## src/rtl/iq_deser_pkg.sv

```systemverilog
package iq_deser_pkg;

  typedef enum logic {
    ORD_MSB = 1'b0,
    ORD_LSB = 1'b1
  } bit_order_e;

  typedef enum logic {
    CAP_SDR = 1'b0,
    CAP_DDR = 1'b1
  } cap_mode_e;

  typedef struct packed {
    logic stb;
    logic di;
    logic dq;
  } lane_slot_t;

  // slots handled per rising edge in double-rate mode
  localparam int unsigned SLOTS_PER_CYCLE = 2;

endpackage

```

## src/rtl/iq_ddr_capture.sv

```systemverilog
module iq_ddr_capture
  import iq_deser_pkg::*;
(
  input  logic       clk_i,
  input  logic       rst_ni,
  input  lane_slot_t slot_i,
  output lane_slot_t fall_o
);

  lane_slot_t fall_q;

  always_ff @(negedge clk_i or negedge rst_ni) begin
    if (!rst_ni) fall_q <= '0;
    else         fall_q <= slot_i;
  end

  assign fall_o = fall_q;

endmodule

```

## src/rtl/iq_slot_step.sv

```systemverilog
module iq_slot_step
  import iq_deser_pkg::*;
#(
  parameter int unsigned W  = 16,
  parameter int unsigned CW = 5
) (
  input  logic          en_i,
  input  logic          lsb_i,
  input  logic [CW-1:0] nbits_i,
  input  lane_slot_t    slot_i,
  input  logic          aligned_i,
  input  logic [CW-1:0] cnt_i,
  input  logic [W-1:0]  acc_i_i,
  input  logic [W-1:0]  acc_q_i,
  output logic          aligned_o,
  output logic [CW-1:0] cnt_o,
  output logic [W-1:0]  acc_i_o,
  output logic [W-1:0]  acc_q_o,
  output logic          done_o,
  output logic          ferr_o
);

  function automatic logic [W-1:0] push_bit(input logic [W-1:0] acc, input logic b,
                                            input logic lsb, input logic [CW-1:0] nb);
    logic [W-1:0] r;
    if (lsb) begin
      r = acc >> 1;
      for (int k = 0; k < W; k++) begin
        if (k == int'(nb) - 1) r[k] = b;
      end
    end else begin
      r = {acc[W-2:0], b};
    end
    return r;
  endfunction

  always_comb begin
    aligned_o = aligned_i;
    cnt_o     = cnt_i;
    acc_i_o   = acc_i_i;
    acc_q_o   = acc_q_i;
    done_o    = 1'b0;
    ferr_o    = 1'b0;
    if (en_i) begin
      if (slot_i.stb) begin
        ferr_o    = aligned_i && (cnt_i != '0);
        aligned_o = 1'b1;
        acc_i_o   = push_bit('0, slot_i.di, lsb_i, nbits_i);
        acc_q_o   = push_bit('0, slot_i.dq, lsb_i, nbits_i);
        cnt_o     = CW'(1);
      end else if (aligned_i && (cnt_i != '0)) begin
        acc_i_o   = push_bit(acc_i_i, slot_i.di, lsb_i, nbits_i);
        acc_q_o   = push_bit(acc_q_i, slot_i.dq, lsb_i, nbits_i);
        cnt_o     = cnt_i + CW'(1);
      end
      if ((cnt_o != '0) && (cnt_o >= nbits_i)) begin
        done_o = 1'b1;
        cnt_o  = '0;
      end
    end
  end

endmodule

```

## src/rtl/iq_deser_core.sv

```systemverilog
module iq_deser_core
  import iq_deser_pkg::*;
#(
  parameter int unsigned W  = 16,
  parameter int unsigned CW = 5
) (
  input  logic          clk_i,
  input  logic          rst_ni,
  input  logic          ddr_i,
  input  logic          lsb_i,
  input  logic [CW-1:0] nbits_i,
  input  lane_slot_t    live_i,
  input  lane_slot_t    fall_i,
  output logic          done_o,
  output logic          ferr_o,
  output logic [W-1:0]  word_i_o,
  output logic [W-1:0]  word_q_o
);

  localparam int unsigned NS = SLOTS_PER_CYCLE;

  logic          aligned_q;
  logic [CW-1:0] cnt_q;
  logic [W-1:0]  acc_i_q, acc_q_q;

  logic          al [NS+1];
  logic [CW-1:0] cn [NS+1];
  logic [W-1:0]  ai [NS+1];
  logic [W-1:0]  aq [NS+1];
  logic [NS-1:0] en, done, ferr;
  lane_slot_t    slot [NS];

  assign al[0] = aligned_q;
  assign cn[0] = cnt_q;
  assign ai[0] = acc_i_q;
  assign aq[0] = acc_q_q;

  // slot 0 is the older falling-edge bit in double-rate mode
  assign slot[0] = ddr_i ? fall_i : live_i;
  assign en[0]   = 1'b1;

  generate
    for (genvar s = 1; s < NS; s++) begin : g_late
      assign slot[s] = live_i;
      assign en[s]   = ddr_i;
    end
    for (genvar s = 0; s < NS; s++) begin : g_step
      iq_slot_step #(.W(W), .CW(CW)) u_step (
        .en_i      (en[s]),
        .lsb_i     (lsb_i),
        .nbits_i   (nbits_i),
        .slot_i    (slot[s]),
        .aligned_i (al[s]),
        .cnt_i     (cn[s]),
        .acc_i_i   (ai[s]),
        .acc_q_i   (aq[s]),
        .aligned_o (al[s+1]),
        .cnt_o     (cn[s+1]),
        .acc_i_o   (ai[s+1]),
        .acc_q_o   (aq[s+1]),
        .done_o    (done[s]),
        .ferr_o    (ferr[s])
      );
    end
  endgenerate

  always_ff @(posedge clk_i or negedge rst_ni) begin
    if (!rst_ni) begin
      aligned_q <= 1'b0;
      cnt_q     <= '0;
      acc_i_q   <= '0;
      acc_q_q   <= '0;
    end else begin
      aligned_q <= al[NS];
      cnt_q     <= cn[NS];
      acc_i_q   <= ai[NS];
      acc_q_q   <= aq[NS];
    end
  end

  // pick the word from the stage that completed it
  always_comb begin
    word_i_o = ai[1];
    word_q_o = aq[1];
    for (int s = 1; s < NS; s++) begin
      if (done[s]) begin
        word_i_o = ai[s+1];
        word_q_o = aq[s+1];
      end
    end
  end

  assign done_o = |done;
  assign ferr_o = |ferr;

  AST_DONE_NEEDS_ALIGN: assert property (@(posedge clk_i) disable iff (!rst_ni)
    done_o |-> aligned_q);
  AST_ONE_WORD_PER_EDGE: assert property (@(posedge clk_i) disable iff (!rst_ni)
    $onehot0(done));
  AST_CNT_BOUND: assert property (@(posedge clk_i) disable iff (!rst_ni)
    cnt_q <= CW'(W));

endmodule

```

## src/rtl/iq_word_out.sv

```systemverilog
module iq_word_out #(
  parameter int unsigned W = 16
) (
  input  logic         clk_i,
  input  logic         rst_ni,
  input  logic         done_i,
  input  logic         ferr_i,
  input  logic [W-1:0] word_i_i,
  input  logic [W-1:0] word_q_i,
  output logic         valid_o,
  output logic [W-1:0] i_o,
  output logic [W-1:0] q_o,
  output logic         err_o
);

  always_ff @(posedge clk_i or negedge rst_ni) begin
    if (!rst_ni) begin
      valid_o <= 1'b0;
      i_o     <= '0;
      q_o     <= '0;
      err_o   <= 1'b0;
    end else begin
      valid_o <= done_i;
      err_o   <= err_o | ferr_i;
      if (done_i) begin
        i_o <= word_i_i;
        q_o <= word_q_i;
      end
    end
  end

  AST_VALID_PULSE: assert property (@(posedge clk_i) disable iff (!rst_ni)
    valid_o |=> !valid_o);
  AST_WORD_HOLD: assert property (@(posedge clk_i) disable iff (!rst_ni)
    !done_i |=> ($stable(i_o) && $stable(q_o)));
  AST_ERR_STICKY: assert property (@(posedge clk_i) disable iff (!rst_ni)
    err_o |=> err_o);
  AST_ERR_CAPTURE: assert property (@(posedge clk_i) disable iff (!rst_ni)
    ferr_i |=> err_o);

endmodule

```

## src/rtl/iq_lane_deser.sv

```systemverilog
module iq_lane_deser
  import iq_deser_pkg::*;
#(
  parameter int unsigned LONG_W  = 16,
  parameter int unsigned SHORT_W = 12
) (
  input  logic              clk_i,
  input  logic              rst_ni,
  input  logic              width16_i,
  input  logic              lsb_first_i,
  input  logic              ddr_i,
  input  logic              strobe_i,
  input  logic              i_lane_i,
  input  logic              q_lane_i,
  output logic              valid_o,
  output logic [LONG_W-1:0] i_word_o,
  output logic [LONG_W-1:0] q_word_o,
  output logic              frame_err_o
);

  localparam int unsigned CW = $clog2(LONG_W + 1);

  bit_order_e    order;
  cap_mode_e     mode;
  logic [CW-1:0] nbits;
  lane_slot_t    live, fall;
  logic          done, ferr;
  logic [LONG_W-1:0] wi, wq;

  assign order = bit_order_e'(lsb_first_i);
  assign mode  = cap_mode_e'(ddr_i);
  assign nbits = width16_i ? CW'(LONG_W) : CW'(SHORT_W);
  assign live  = '{stb: strobe_i, di: i_lane_i, dq: q_lane_i};

  iq_ddr_capture u_cap (
    .clk_i  (clk_i),
    .rst_ni (rst_ni),
    .slot_i (live),
    .fall_o (fall)
  );

  iq_deser_core #(.W(LONG_W), .CW(CW)) u_core (
    .clk_i    (clk_i),
    .rst_ni   (rst_ni),
    .ddr_i    (mode == CAP_DDR),
    .lsb_i    (order == ORD_LSB),
    .nbits_i  (nbits),
    .live_i   (live),
    .fall_i   (fall),
    .done_o   (done),
    .ferr_o   (ferr),
    .word_i_o (wi),
    .word_q_o (wq)
  );

  iq_word_out #(.W(LONG_W)) u_out (
    .clk_i    (clk_i),
    .rst_ni   (rst_ni),
    .done_i   (done),
    .ferr_i   (ferr),
    .word_i_i (wi),
    .word_q_i (wq),
    .valid_o  (valid_o),
    .i_o      (i_word_o),
    .q_o      (q_word_o),
    .err_o    (frame_err_o)
  );

endmodule

```

## config.mk

```make
export PLATFORM = sky130hd
export DESIGN_NAME = iq_lane_deser
export DESIGN_NICKNAME = d
export VERILOG_FILES = /design/src/rtl/iq_deser_pkg.sv /design/src/rtl/iq_ddr_capture.sv /design/src/rtl/iq_slot_step.sv /design/src/rtl/iq_deser_core.sv /design/src/rtl/iq_word_out.sv /design/src/rtl/iq_lane_deser.sv
export SDC_FILE = /design/constraint.sdc
export NUM_CORES = 1
export LEC_CHECK = 0
export BUFFER_PORTS_ARGS = -buffer_cell sky130_fd_sc_hd__clkbuf_2
export CORE_MARGIN = 3
export CORE_UTILIZATION = 60
export CTS_CLUSTER_SIZE = 28
export DETAILED_ROUTE_END_ITERATION = 8
export MAX_ROUTING_LAYER = met4
export PLACE_DENSITY_LB_ADDON = 0.1
export SLEW_MARGIN = 30
export SYNTH_ARGS = -nofsm -noshare
export SYNTH_HDL_FRONTEND = slang
export SYNTH_SLANG_ARGS = --single-unit
export TNS_END_PERCENT = 50
```

## constraint.sdc

```tcl
create_clock -name clk_i -period 5.9 [get_ports clk_i]
set_clock_uncertainty 0.05 [all_clocks]
set_input_delay 1.18 -clock clk_i [delete_from_list [all_inputs] [get_ports clk_i]]
set_output_delay 1.18 -clock clk_i [all_outputs]
set_load 0.05 [all_outputs]
```

**Word-level counts from Yosys, hierarchy flattened**

Cells that the tools add are included.

- Logic and storage cells: 206
- Bits of input ports: 8
- Bits in registers: 75

- Order comparisons: 2
- Add/subtract/negate cells: 3
- Bitwise logic cells: 1
- Eq/ne operators: 15
- Reduce and logical (&&, ||, !) cells: 11
- Mux-type cells: 163

Operator list:

| kind | number |
|---|---|
| 16-bit 2-to-1 mux | 20 |
| 1-bit 2-to-1 mux | 133 |
| 5-bit by 6-bit == test with 1-bit output, first input constant | 8 |
| 5-bit 2-to-1 mux | 9 |
| 32-bit zero test | 1 |
| 4-bit by 6-bit == test with 1-bit output, first input constant | 4 |
| 5-bit nonzero test | 4 |
| 3-bit by 6-bit == test with 1-bit output, first input constant | 2 |
| 5-bit by 1-bit adder with 5-bit output, second input constant | 2 |
| 5-bit greater-or-equal comparator | 2 |
| 2-bit by 6-bit == test with 1-bit output, first input constant | 1 |
| 5-bit by 1-bit subtractor with 6-bit output, second input constant | 1 |
| 1-bit logical AND | 4 |
| 2-bit OR reduction | 2 |
| 3-bit 2-to-1 mux | 1 |
| 1-bit bitwise OR | 1 |

**Logic depth before layout (Yosys ltp)**

Gate-level depths: netlist (run 1).

- Word-level depth: 17
- Gate-level depth with buffers: 23
- Depth with buffers taken out: 21

**Hierarchy**

Synthesis (run 1) repeated with hierarchy kept, for this count alone.

- Cell total of the unflattened synthesis: 798
- Area, all modules: 6922.9 µm²

By module, submodules not included:

| module | area each (µm²) | cells each | sequential area each (µm²) | instances |
|---|---|---|---|---|
| iq_slot_step (u_core.g_step[0].u_step) | 1966.9 | 325 | 0.0 | 1 |
| iq_slot_step (u_core.g_step[1].u_step) | 1930.6 | 317 | 0.0 | 1 |
| iq_deser_core | 1541.5 | 80 | 950.9 | 1 |
| iq_word_out | 1401.3 | 71 | 850.8 | 1 |
| iq_ddr_capture | 75.1 | 3 | 75.1 | 1 |
| iq_lane_deser | 7.5 | 2 | 0.0 | 1 |

==> impl_metrics.prom, run 1 <==
# TYPE chip_impl_metric gauge
chip_impl_metric{name="diodes",unit=""} 0
chip_impl_info{name="timing.hold.worst.start",value="u_out.err_o$_DFF_PN0_"} 1
chip_impl_metric{name="number_of_buffers_added_by_the_clock_tree_synthesis_step",unit=""} 9
chip_impl_metric{name="final-max-slew-violation-count",unit=""} 0
chip_impl_metric{name="syn-cell-area",unit="um^2"} 5190
chip_impl_metric{name="die_w",unit="um"} 99.0
chip_impl_metric{name="grt_first_pass_wirelength",unit="mm"} 25.3
chip_impl_metric{name="viasPerCell",unit=""} 6.55
chip_impl_metric{name="preCtsSetupSlack",unit="ps"} -1020
chip_impl_metric{name="port_buffers",unit=""} 41
chip_impl_metric{name="gp_routability_congestion",unit=""} 0.928
chip_impl_metric{name="fp.dieArea",unit="um^2"} 9800
chip_impl_metric{name="routed-wl-met2",unit="mm"} 7.30
chip_impl_info{name="mostFrequentLayoutCells",value="82 x nor2_1, 72 x dfrtp_1, 50 x nand2_1"} 1
chip_impl_metric{name="placement_rows",unit=""} 33
chip_impl_info{name="critical_path_class",value="reg -> reg"} 1
chip_impl_metric{name="globalRouteOverflowTotal",unit=""} 0
chip_impl_metric{name="cell_pwr_density",unit="nW/um^2"} 516
chip_impl_metric{name="worstPathMaxFanout",unit=""} 5
chip_impl_metric{name="netSwitchingFraction",unit="%"} 50.8
chip_impl_info{name="routed.top_layer",value="met4"} 1
chip_impl_metric{name="first_iter_violations",unit=""} 527
chip_impl_metric{name="dr_wl_met3",unit="mm"} 1.37
chip_impl_metric{name="arrival",unit="ps"} 7100
chip_impl_metric{name="yosys_warnings",unit=""} 0
chip_impl_info{name="worstSetupEndpointType",value="flop"} 1
chip_impl_metric{name="complex_gate_fraction_of_the_synthesized_area",unit="%"} 30.4
chip_impl_info{name="layout.cells.most_common",value="nor2_1"} 1
chip_impl_metric{name="antenna_left",unit=""} 0
chip_impl_metric{name="r2r_setup_slack",unit="ps"} -1000
chip_impl_metric{name="cts.path.max_buffers",unit=""} 2
chip_impl_metric{name="gr-usage-all-layers",unit="%"} 32.6
chip_impl_metric{name="cp_data_required_time",unit="ps"} 6110
chip_impl_metric{name="seq_area_frac_synth",unit="%"} 36.2
chip_impl_metric{name="number_of_nets_at_the_end_of_the_flow",unit=""} 710
chip_impl_metric{name="clk_pin_slew_worst_paths",unit="ps"} 90
chip_impl_metric{name="clock_power_share",unit="%"} 13.5
chip_impl_metric{name="grt_pass1_vias",unit=""} 5134
chip_impl_metric{name="avgSynthCellArea",unit="um^2"} 8.13
chip_impl_metric{name="yosysTopAreaCellShare",unit="%"} 34.7
chip_impl_metric{name="hold_ws",unit="ps"} 435
chip_impl_metric{name="timing_hold_violations_final",unit=""} 0
chip_impl_metric{name="firstDrtPassIters",unit=""} 5
chip_impl_info{name="cp-start-kind",value="flop"} 1
chip_impl_info{name="crit_start",value="u_cap.fall_o[2]$_DFF_NN0_"} 1
chip_impl_metric{name="syn_to_layout_area_delta",unit="%"} 21.3
chip_impl_metric{name="synth.area.mux_share",unit="%"} 7.38
chip_impl_info{name="synth_flop_cell",value="dfrtp_1"} 1
chip_impl_info{name="timing.critical_path.to",value="u_out.q_o[11]$_DFFE_PN0P_"} 1
chip_impl_metric{name="power_frac_seq",unit="%"} 26.5
chip_impl_info{name="violations",value="setup timing"} 1
chip_impl_metric{name="synth-edff-count",unit=""} 0
chip_impl_metric{name="worst-slew-pin-transition",unit="ps"} 774
chip_impl_metric{name="drive_above_1_share",unit="%"} 22.7
chip_impl_metric{name="power.total",unit="mW"} 3.24
chip_impl_metric{name="max-vdd-ir-drop",unit="V"} 0.000344
chip_impl_info{name="cts_tree",value="done"} 1
chip_impl_metric{name="post_synth_and_or_nand_nor_area_fraction",unit="%"} 15.3
chip_impl_metric{name="wl_per_cell",unit="um"} 19.3
chip_impl_info{name="outcome",value="finished with violations"} 1
chip_impl_metric{name="p_comb_share",unit="%"} 60.0
chip_impl_info{name="reg2reg_from",value="u_cap.fall_o[2]$_DFF_NN0_"} 1
chip_impl_metric{name="postSynthRegisterBits",unit=""} 75
chip_impl_metric{name="xor_xnor_share_of_the_synthesized_area",unit="%"} 1.01
chip_impl_metric{name="route.vias.total",unit=""} 5251
chip_impl_metric{name="cts_hold_buf",unit=""} 0
chip_impl_metric{name="drt-total-wl",unit="mm"} 15.5
chip_impl_metric{name="remaining_drc_errors",unit=""} 0
chip_impl_info{name="synth_top_cell_by_area",value="dfrtp_1"} 1
chip_impl_metric{name="route.layer.met1.wl",unit="mm"} 6.47
chip_impl_info{name="rsz0062_at_grt",value="yes"} 1
chip_impl_metric{name="number_of_cell_instances_on_the_worst_register_to_register_path",unit=""} 19
chip_impl_metric{name="insertion_delay",unit="ps"} 360
chip_impl_metric{name="design.core.area",unit="um^2"} 8300
chip_impl_metric{name="setup_violations",unit=""} 55
chip_impl_info{name="clock_tree.root_cell",value="clkbuf_8"} 1
chip_impl_metric{name="static-leakage-power",unit="nW"} 2.76
chip_impl_metric{name="syn-num-nets",unit=""} 656
chip_impl_metric{name="ctsHtreeMaxLevel",unit=""} 3
chip_impl_metric{name="grt_antenna_before_repair",unit=""} 0
chip_impl_metric{name="finalWorstSetupSlack",unit="ps"} -999
chip_impl_metric{name="postSynthCellCount",unit=""} 638
chip_impl_metric{name="die_height",unit="um"} 99.0
chip_impl_metric{name="layout.core_utilization",unit="%"} 75.8
chip_impl_metric{name="maxCapViolations",unit=""} 0
chip_impl_info{name="ys_top_cells_by_area",value="dfrtp_1 35%, o211ai_1 7.1%, mux2i_1 6.9%"} 1
chip_impl_metric{name="initial_utilization",unit="%"} 62.5
chip_impl_info{name="reg2reg_to",value="u_out.q_o[11]$_DFFE_PN0P_"} 1
chip_impl_metric{name="dp_hpwl",unit="mm"} 10.1
chip_impl_metric{name="p_sw",unit="mW"} 1.65
chip_impl_metric{name="grt_max_degree",unit=""} 57
chip_impl_metric{name="clock-sinks",unit=""} 75
chip_impl_metric{name="top_level_ports",unit=""} 42
chip_impl_metric{name="number_of_unique_standard_cell_types_used_by_synthesis",unit=""} 58
chip_impl_metric{name="holdPathStages",unit=""} 1
chip_impl_metric{name="finished_layout_cells",unit=""} 802
chip_impl_info{name="worst_hold_path_type",value="reg -> reg"} 1
chip_impl_metric{name="async_flop_share",unit="%"} 100
chip_impl_info{name="synth_top_family_by_area",value="compound AO/OA/AOI/OAI gates"} 1
chip_impl_metric{name="timing.max_slew.rel_slack",unit="%"} 48.4
chip_impl_metric{name="post-place-cells",unit=""} 780
chip_impl_metric{name="p_int",unit="mW"} 1.60
chip_impl_metric{name="synthAdderAreaFrac",unit="%"} 2.41
## synth_stat cells (3+ instances only)
cell type / n
nor2_1: 87
dfrtp_1: 72
a21oi_1: 52
nand2_1: 51
o211ai_1: 49
a211oi_1: 48
inv_1: 40
o21ai_0: 39
mux2i_1: 36
clkbuf_1: 33
nand3_1: 12
ha_1: 10
buf_2: 9
buf_1: 7
a21o_1: 5
a221o_1: 5
o21a_1: 5
o22ai_1: 5
and3_1: 4
nand2b_1: 4
nand4_1: 4
xor2_1: 4
a2111oi_0: 3
a221oi_1: 3
a31oi_1: 3
dfrtn_1: 3
nor3_1: 3
nor3b_1: 3
## stage by stage
step                      setup TNS, ps  instance area, um^2
final                            -36220                 6290
after global routing             -48090                 6290
after CTS                        -34100                 6160
after detailed placement         -34360                 5820
after global placement           -28840                 5820
after floorplan                  -38000                 5330
## what timing repair did
item / 4_1_cts / 5_1_grt
pin swaps: 1 / 11
endpoints found under the setup margin: 62 / 71
gates cloned: 1 / 1
resized for setup: 14 / 31
buffers inserted: 3 / 1
## state kept, by name (all words and copies together) (netlist names)
register,cells
u_core.aligned_q,1
u_out.err_o,1
u_core.cnt_q,5
u_core.acc_i_q,16
u_out.q_o,16
u_core.acc_q_q,16
u_cap.fall_o,3
u_out.i_o,16
u_out.valid_o,1
## cells by family (layout without fill, tap and decap cells)
| family | after synthesis | in the layout |
|---|---|---|
| and+or+nand+nor | 180 | 180 |
| buffers and inverters | 93 | 152 |
| AOI/OAI and AO/OA | 236 | 236 |
| xor gates and xnor gates | 6 | 6 |
| DFF | 75 | 75 |
| muxes | 38 | 38 |
| adders and majority gates | 10 | 10 |
## routing by layer
layer	track usage, %	up-vias
li1	-	2449
met1	43.9	2490
met2	49.7	275
met3	5.52	37
met4	11.9	0
met5	-	-
## area by class of cell
type / instances / area [um^2]
multi-input cells: 470 / 3180
flip-flops and latches: 75 / 1880
inverters: 41 / 154
clock buffers: 10 / 138
well taps: 105 / 131
fillers: 608 / 2010
clock inverters: 6 / 72.6
repair buffers: 95 / 741
## critical path: stages (launching register included)
cell and delay (ps):
dfrtn_1 360, mux2_4 300, nor2_4 120, ha_4 230
a21oi_4 150, and2_4 200, nand3_4 100, ha_4 200
o41ai_4 60, nor3b_4 280, xnor2_1 140, nor2_1 80
ha_1 310, nand2_1 70, o41a_1 330, a31oi_1 150
o21a_2 240, buf_4 160, nor2_4 50, a221o_1 290
## power groups by stage
stage	clock, mW	combinational, mW	sequential, mW
global route	0.457	2.11	0.878
finish	0.439	1.95	0.859
global placement	0	1.77	0.856
CTS	0.436	1.87	0.853
floorplan	0	0.991	1.18
detailed placement	0	1.81	0.861
## worst min-delay path by stage
stage,endpoint,slack [ps]
CTS,u_out.err_o$_DFF_PN0_,440
global route,u_out.err_o$_DFF_PN0_,470
floorplan,u_core.aligned_q$_DFF_PN0_,540
finish,u_out.err_o$_DFF_PN0_,430
detailed placement,u_out.err_o$_DFF_PN0_,420
global placement,u_out.err_o$_DFF_PN0_,420
(Power assumes the default switching activity.)
==> run 2, diff against run 1 <==
Clock period 5.9 ns to 6.7 ns, I/O delays scaled along.
==> impl_metrics.prom, run 2 (same netlist as run 1, synthesis figures left out) <==
# TYPE chip_impl_metric gauge
chip_impl_info{name="outcome",value="finished with violations"} 1
chip_impl_info{name="violations",value="setup timing"} 1
chip_impl_metric{name="fp.dieArea",unit="um^2"} 9800
chip_impl_metric{name="grt_max_degree",unit=""} 57
chip_impl_metric{name="cell_pwr_density",unit="nW/um^2"} 450
chip_impl_metric{name="placement_rows",unit=""} 33
chip_impl_info{name="cp-start-kind",value="flop"} 1
chip_impl_metric{name="worstPathMaxFanout",unit=""} 5
chip_impl_metric{name="clock-sinks",unit=""} 75
chip_impl_metric{name="die_height",unit="um"} 99.0
chip_impl_metric{name="grt_antenna_before_repair",unit=""} 0
chip_impl_metric{name="timing_hold_violations_final",unit=""} 0
chip_impl_metric{name="antenna_left",unit=""} 0
chip_impl_metric{name="hold_ws",unit="ps"} 456
chip_impl_metric{name="diodes",unit=""} 0
chip_impl_metric{name="die_w",unit="um"} 99.0
chip_impl_metric{name="p_int",unit="mW"} 1.41
chip_impl_metric{name="top_level_ports",unit=""} 42
chip_impl_metric{name="number_of_cell_instances_on_the_worst_register_to_register_path",unit=""} 19
chip_impl_metric{name="remaining_drc_errors",unit=""} 0
chip_impl_metric{name="arrival",unit="ps"} 7510
chip_impl_metric{name="cp_data_required_time",unit="ps"} 6880
chip_impl_metric{name="ctsHtreeMaxLevel",unit=""} 3
chip_impl_metric{name="timing.max_slew.rel_slack",unit="%"} 41.0
chip_impl_metric{name="layout.core_utilization",unit="%"} 77.2
chip_impl_info{name="worstSetupEndpointType",value="flop"} 1
chip_impl_info{name="reg2reg_to",value="u_out.i_o[0]$_DFFE_PN0P_"} 1
chip_impl_metric{name="cts_hold_buf",unit=""} 0
chip_impl_metric{name="design.core.area",unit="um^2"} 8300
chip_impl_metric{name="stage_delay_of_the_slowest_cell_on_the_critical_path",unit="ps"} 350
chip_impl_metric{name="timing.setup.tns",unit="ps"} -21190
chip_impl_info{name="mostFrequentLayoutCells",value="81 x nor2_1, 72 x dfrtp_1, 50 x nand2_1"} 1
chip_impl_info{name="cts_tree",value="done"} 1
chip_impl_metric{name="firstDrtPassIters",unit=""} 5
chip_impl_info{name="timing.hold.worst.start",value="u_out.err_o$_DFF_PN0_"} 1
chip_impl_metric{name="maxCapViolations",unit=""} 0
chip_impl_info{name="whs_endpoint",value="u_out.err_o$_DFF_PN0_"} 1
chip_impl_info{name="crit_path_cell_trace",value="buf_4, mux2i_2, o211ai_1, ha_1, nand3b_1, and2_4, nand3_4, ha_4, o41ai_4, nor3b_4, xnor2_1, nor2_1, ha_1, nand2_2, o41a_1, a31oi_2, o21a_4, mux2i_2, a221oi_2"} 1
chip_impl_metric{name="gp_routability_congestion",unit=""} 0.958
chip_impl_metric{name="gr-usage-all-layers",unit="%"} 33.0
chip_impl_metric{name="setup_violations",unit=""} 38
chip_impl_metric{name="route.vias.total",unit=""} 5314
chip_impl_metric{name="first_iter_violations",unit=""} 587
chip_impl_metric{name="grt_pass1_vias",unit=""} 5099
chip_impl_metric{name="syn_to_layout_area_delta",unit="%"} 23.6
chip_impl_metric{name="number_of_nets_at_the_end_of_the_flow",unit=""} 707
chip_impl_metric{name="viasPerCell",unit=""} 6.65
chip_impl_metric{name="fillerInstances",unit=""} 597
chip_impl_metric{name="port_buffers",unit=""} 41
chip_impl_metric{name="holdPathStages",unit=""} 1
chip_impl_metric{name="wl_per_cell",unit="um"} 19.7
chip_impl_info{name="clock_tree.root_cell",value="clkbuf_8"} 1
chip_impl_metric{name="cts.path.max_buffers",unit=""} 2
chip_impl_info{name="rsz0062_at_grt",value="yes"} 1
chip_impl_metric{name="finalWorstSetupSlack",unit="ps"} -630
chip_impl_metric{name="grt_first_pass_wirelength",unit="mm"} 25.5
chip_impl_info{name="worst_hold_path_type",value="reg -> reg"} 1
chip_impl_metric{name="netSwitchingFraction",unit="%"} 51.0
chip_impl_info{name="timing.critical_path.slowest_stage_cell",value="o41a_1"} 1
chip_impl_metric{name="power_frac_seq",unit="%"} 26.5
chip_impl_metric{name="drive_above_1_share",unit="%"} 25.4
chip_impl_metric{name="globalRouteOverflowTotal",unit=""} 0
chip_impl_metric{name="clk_pin_slew_worst_paths",unit="ps"} 80
chip_impl_metric{name="p_sw",unit="mW"} 1.47
chip_impl_info{name="critical_path_class",value="reg -> reg"} 1
chip_impl_metric{name="initial_utilization",unit="%"} 62.5
chip_impl_metric{name="number_of_buffers_added_by_the_clock_tree_synthesis_step",unit=""} 9
chip_impl_metric{name="r2r_setup_slack",unit="ps"} -630
chip_impl_info{name="reg2reg_from",value="u_cap.fall_o[2]$_DFF_NN0_"} 1
chip_impl_info{name="layout.cells.most_common",value="nor2_1"} 1
chip_impl_metric{name="static-leakage-power",unit="nW"} 2.75
chip_impl_metric{name="insertion_delay",unit="ps"} 350
chip_impl_metric{name="max-vdd-ir-drop",unit="V"} 0.000302
chip_impl_metric{name="power.total",unit="mW"} 2.88
chip_impl_metric{name="drt-total-wl",unit="mm"} 15.7
chip_impl_metric{name="p_comb_share",unit="%"} 61.1
chip_impl_metric{name="worst-slew-pin-transition",unit="ps"} 886
chip_impl_metric{name="dp_hpwl",unit="mm"} 9.84
chip_impl_metric{name="clock_power_share",unit="%"} 12.4
chip_impl_metric{name="final-max-slew-violation-count",unit=""} 0
-- run 2: cell types whose count changed in the layout (fill, tap and decap cells not counted), sizes merged --
cell	change
o21a	+1
clkinv	-1
inv	-2
clkbuf	+3
buf	-4
-- run 2: power by group through the flow --
stage	Combinational [mW]	Sequential, mW	Clock (mW)
2_1_floorplan	0.869	1.04	0
3_3_place_gp	1.52	0.752	0
3_5_place_dp	1.56	0.756	0
4_1_cts	1.64	0.750	0.361
5_1_grt	1.90	0.781	0.380
6_report	1.76	0.763	0.358
-- run 2: how the worst max path moves through the flow --
stage               slack, ps                 startpoint                         to
floorplan                -530  u_cap.fall_o[2]$_DFF_NN0_  u_out.i_o[11]$_DFFE_PN0P_
global placement         -470  u_cap.fall_o[2]$_DFF_NN0_   u_out.q_o[0]$_DFFE_PN0P_
detailed placement       -640  u_cap.fall_o[2]$_DFF_NN0_   u_out.i_o[0]$_DFFE_PN0P_
CTS                      -540  u_cap.fall_o[2]$_DFF_NN0_   u_out.i_o[0]$_DFFE_PN0P_
global route             -790  u_cap.fall_o[2]$_DFF_NN0_   u_out.i_o[4]$_DFFE_PN0P_
finish                   -630  u_cap.fall_o[2]$_DFF_NN0_   u_out.i_o[0]$_DFFE_PN0P_
-- run 2: cell type report --
class	count	area, um^2	share of cell area, %
multi-input combinational	471	3330	51.9
clock buffer	13	149	2.32
sequential	75	1880	29.3
inverter	41	154	2.40
clock inverter	3	47.5	0.742
tap	105	131	2.05
timing repair buffer	91	722	11.3
-- run 2: routing by layer --
layer	global-route usage, %	part of all wire (%)	routed length, um	vias to the layer above
met2	51.9	49	7650	248
met4	11.9	2.1	333	0
met1	43.7	42	6640	2584
met5	-	0	0	-
li1	-	-	-	2446
met3	4.60	7.1	1120	36
-- run 2: what timing repair did --
action,4_1_cts,5_1_grt
pin swaps,11,15
endpoints found under the setup margin,38,60
cloned,4,1
resized for setup,32,46
setup buffers,6,2
-- run 2: stage by stage --
step	area (um^2)	setup slack, ps	instances
floorplan	5310	-528	638
global placement	5720	-472	770
detailed placement	5720	-641	770
CTS	6170	-543	796
global route	6410	-792	799
finish	6410	-630	799
-- run 2: worst max-delay path: cells and delay by family (launching register included) --
kind                     cells  cell delay [ps]
AND/OR/NAND/NOR              6              800
AO/OA/AOI/OAI                6             1170
XOR/XNOR                     1              150
adder cells (fa/ha/maj)      3              730
flip-flops                   1              340
multiplexers                 2              490
buffers and inverters        1              140
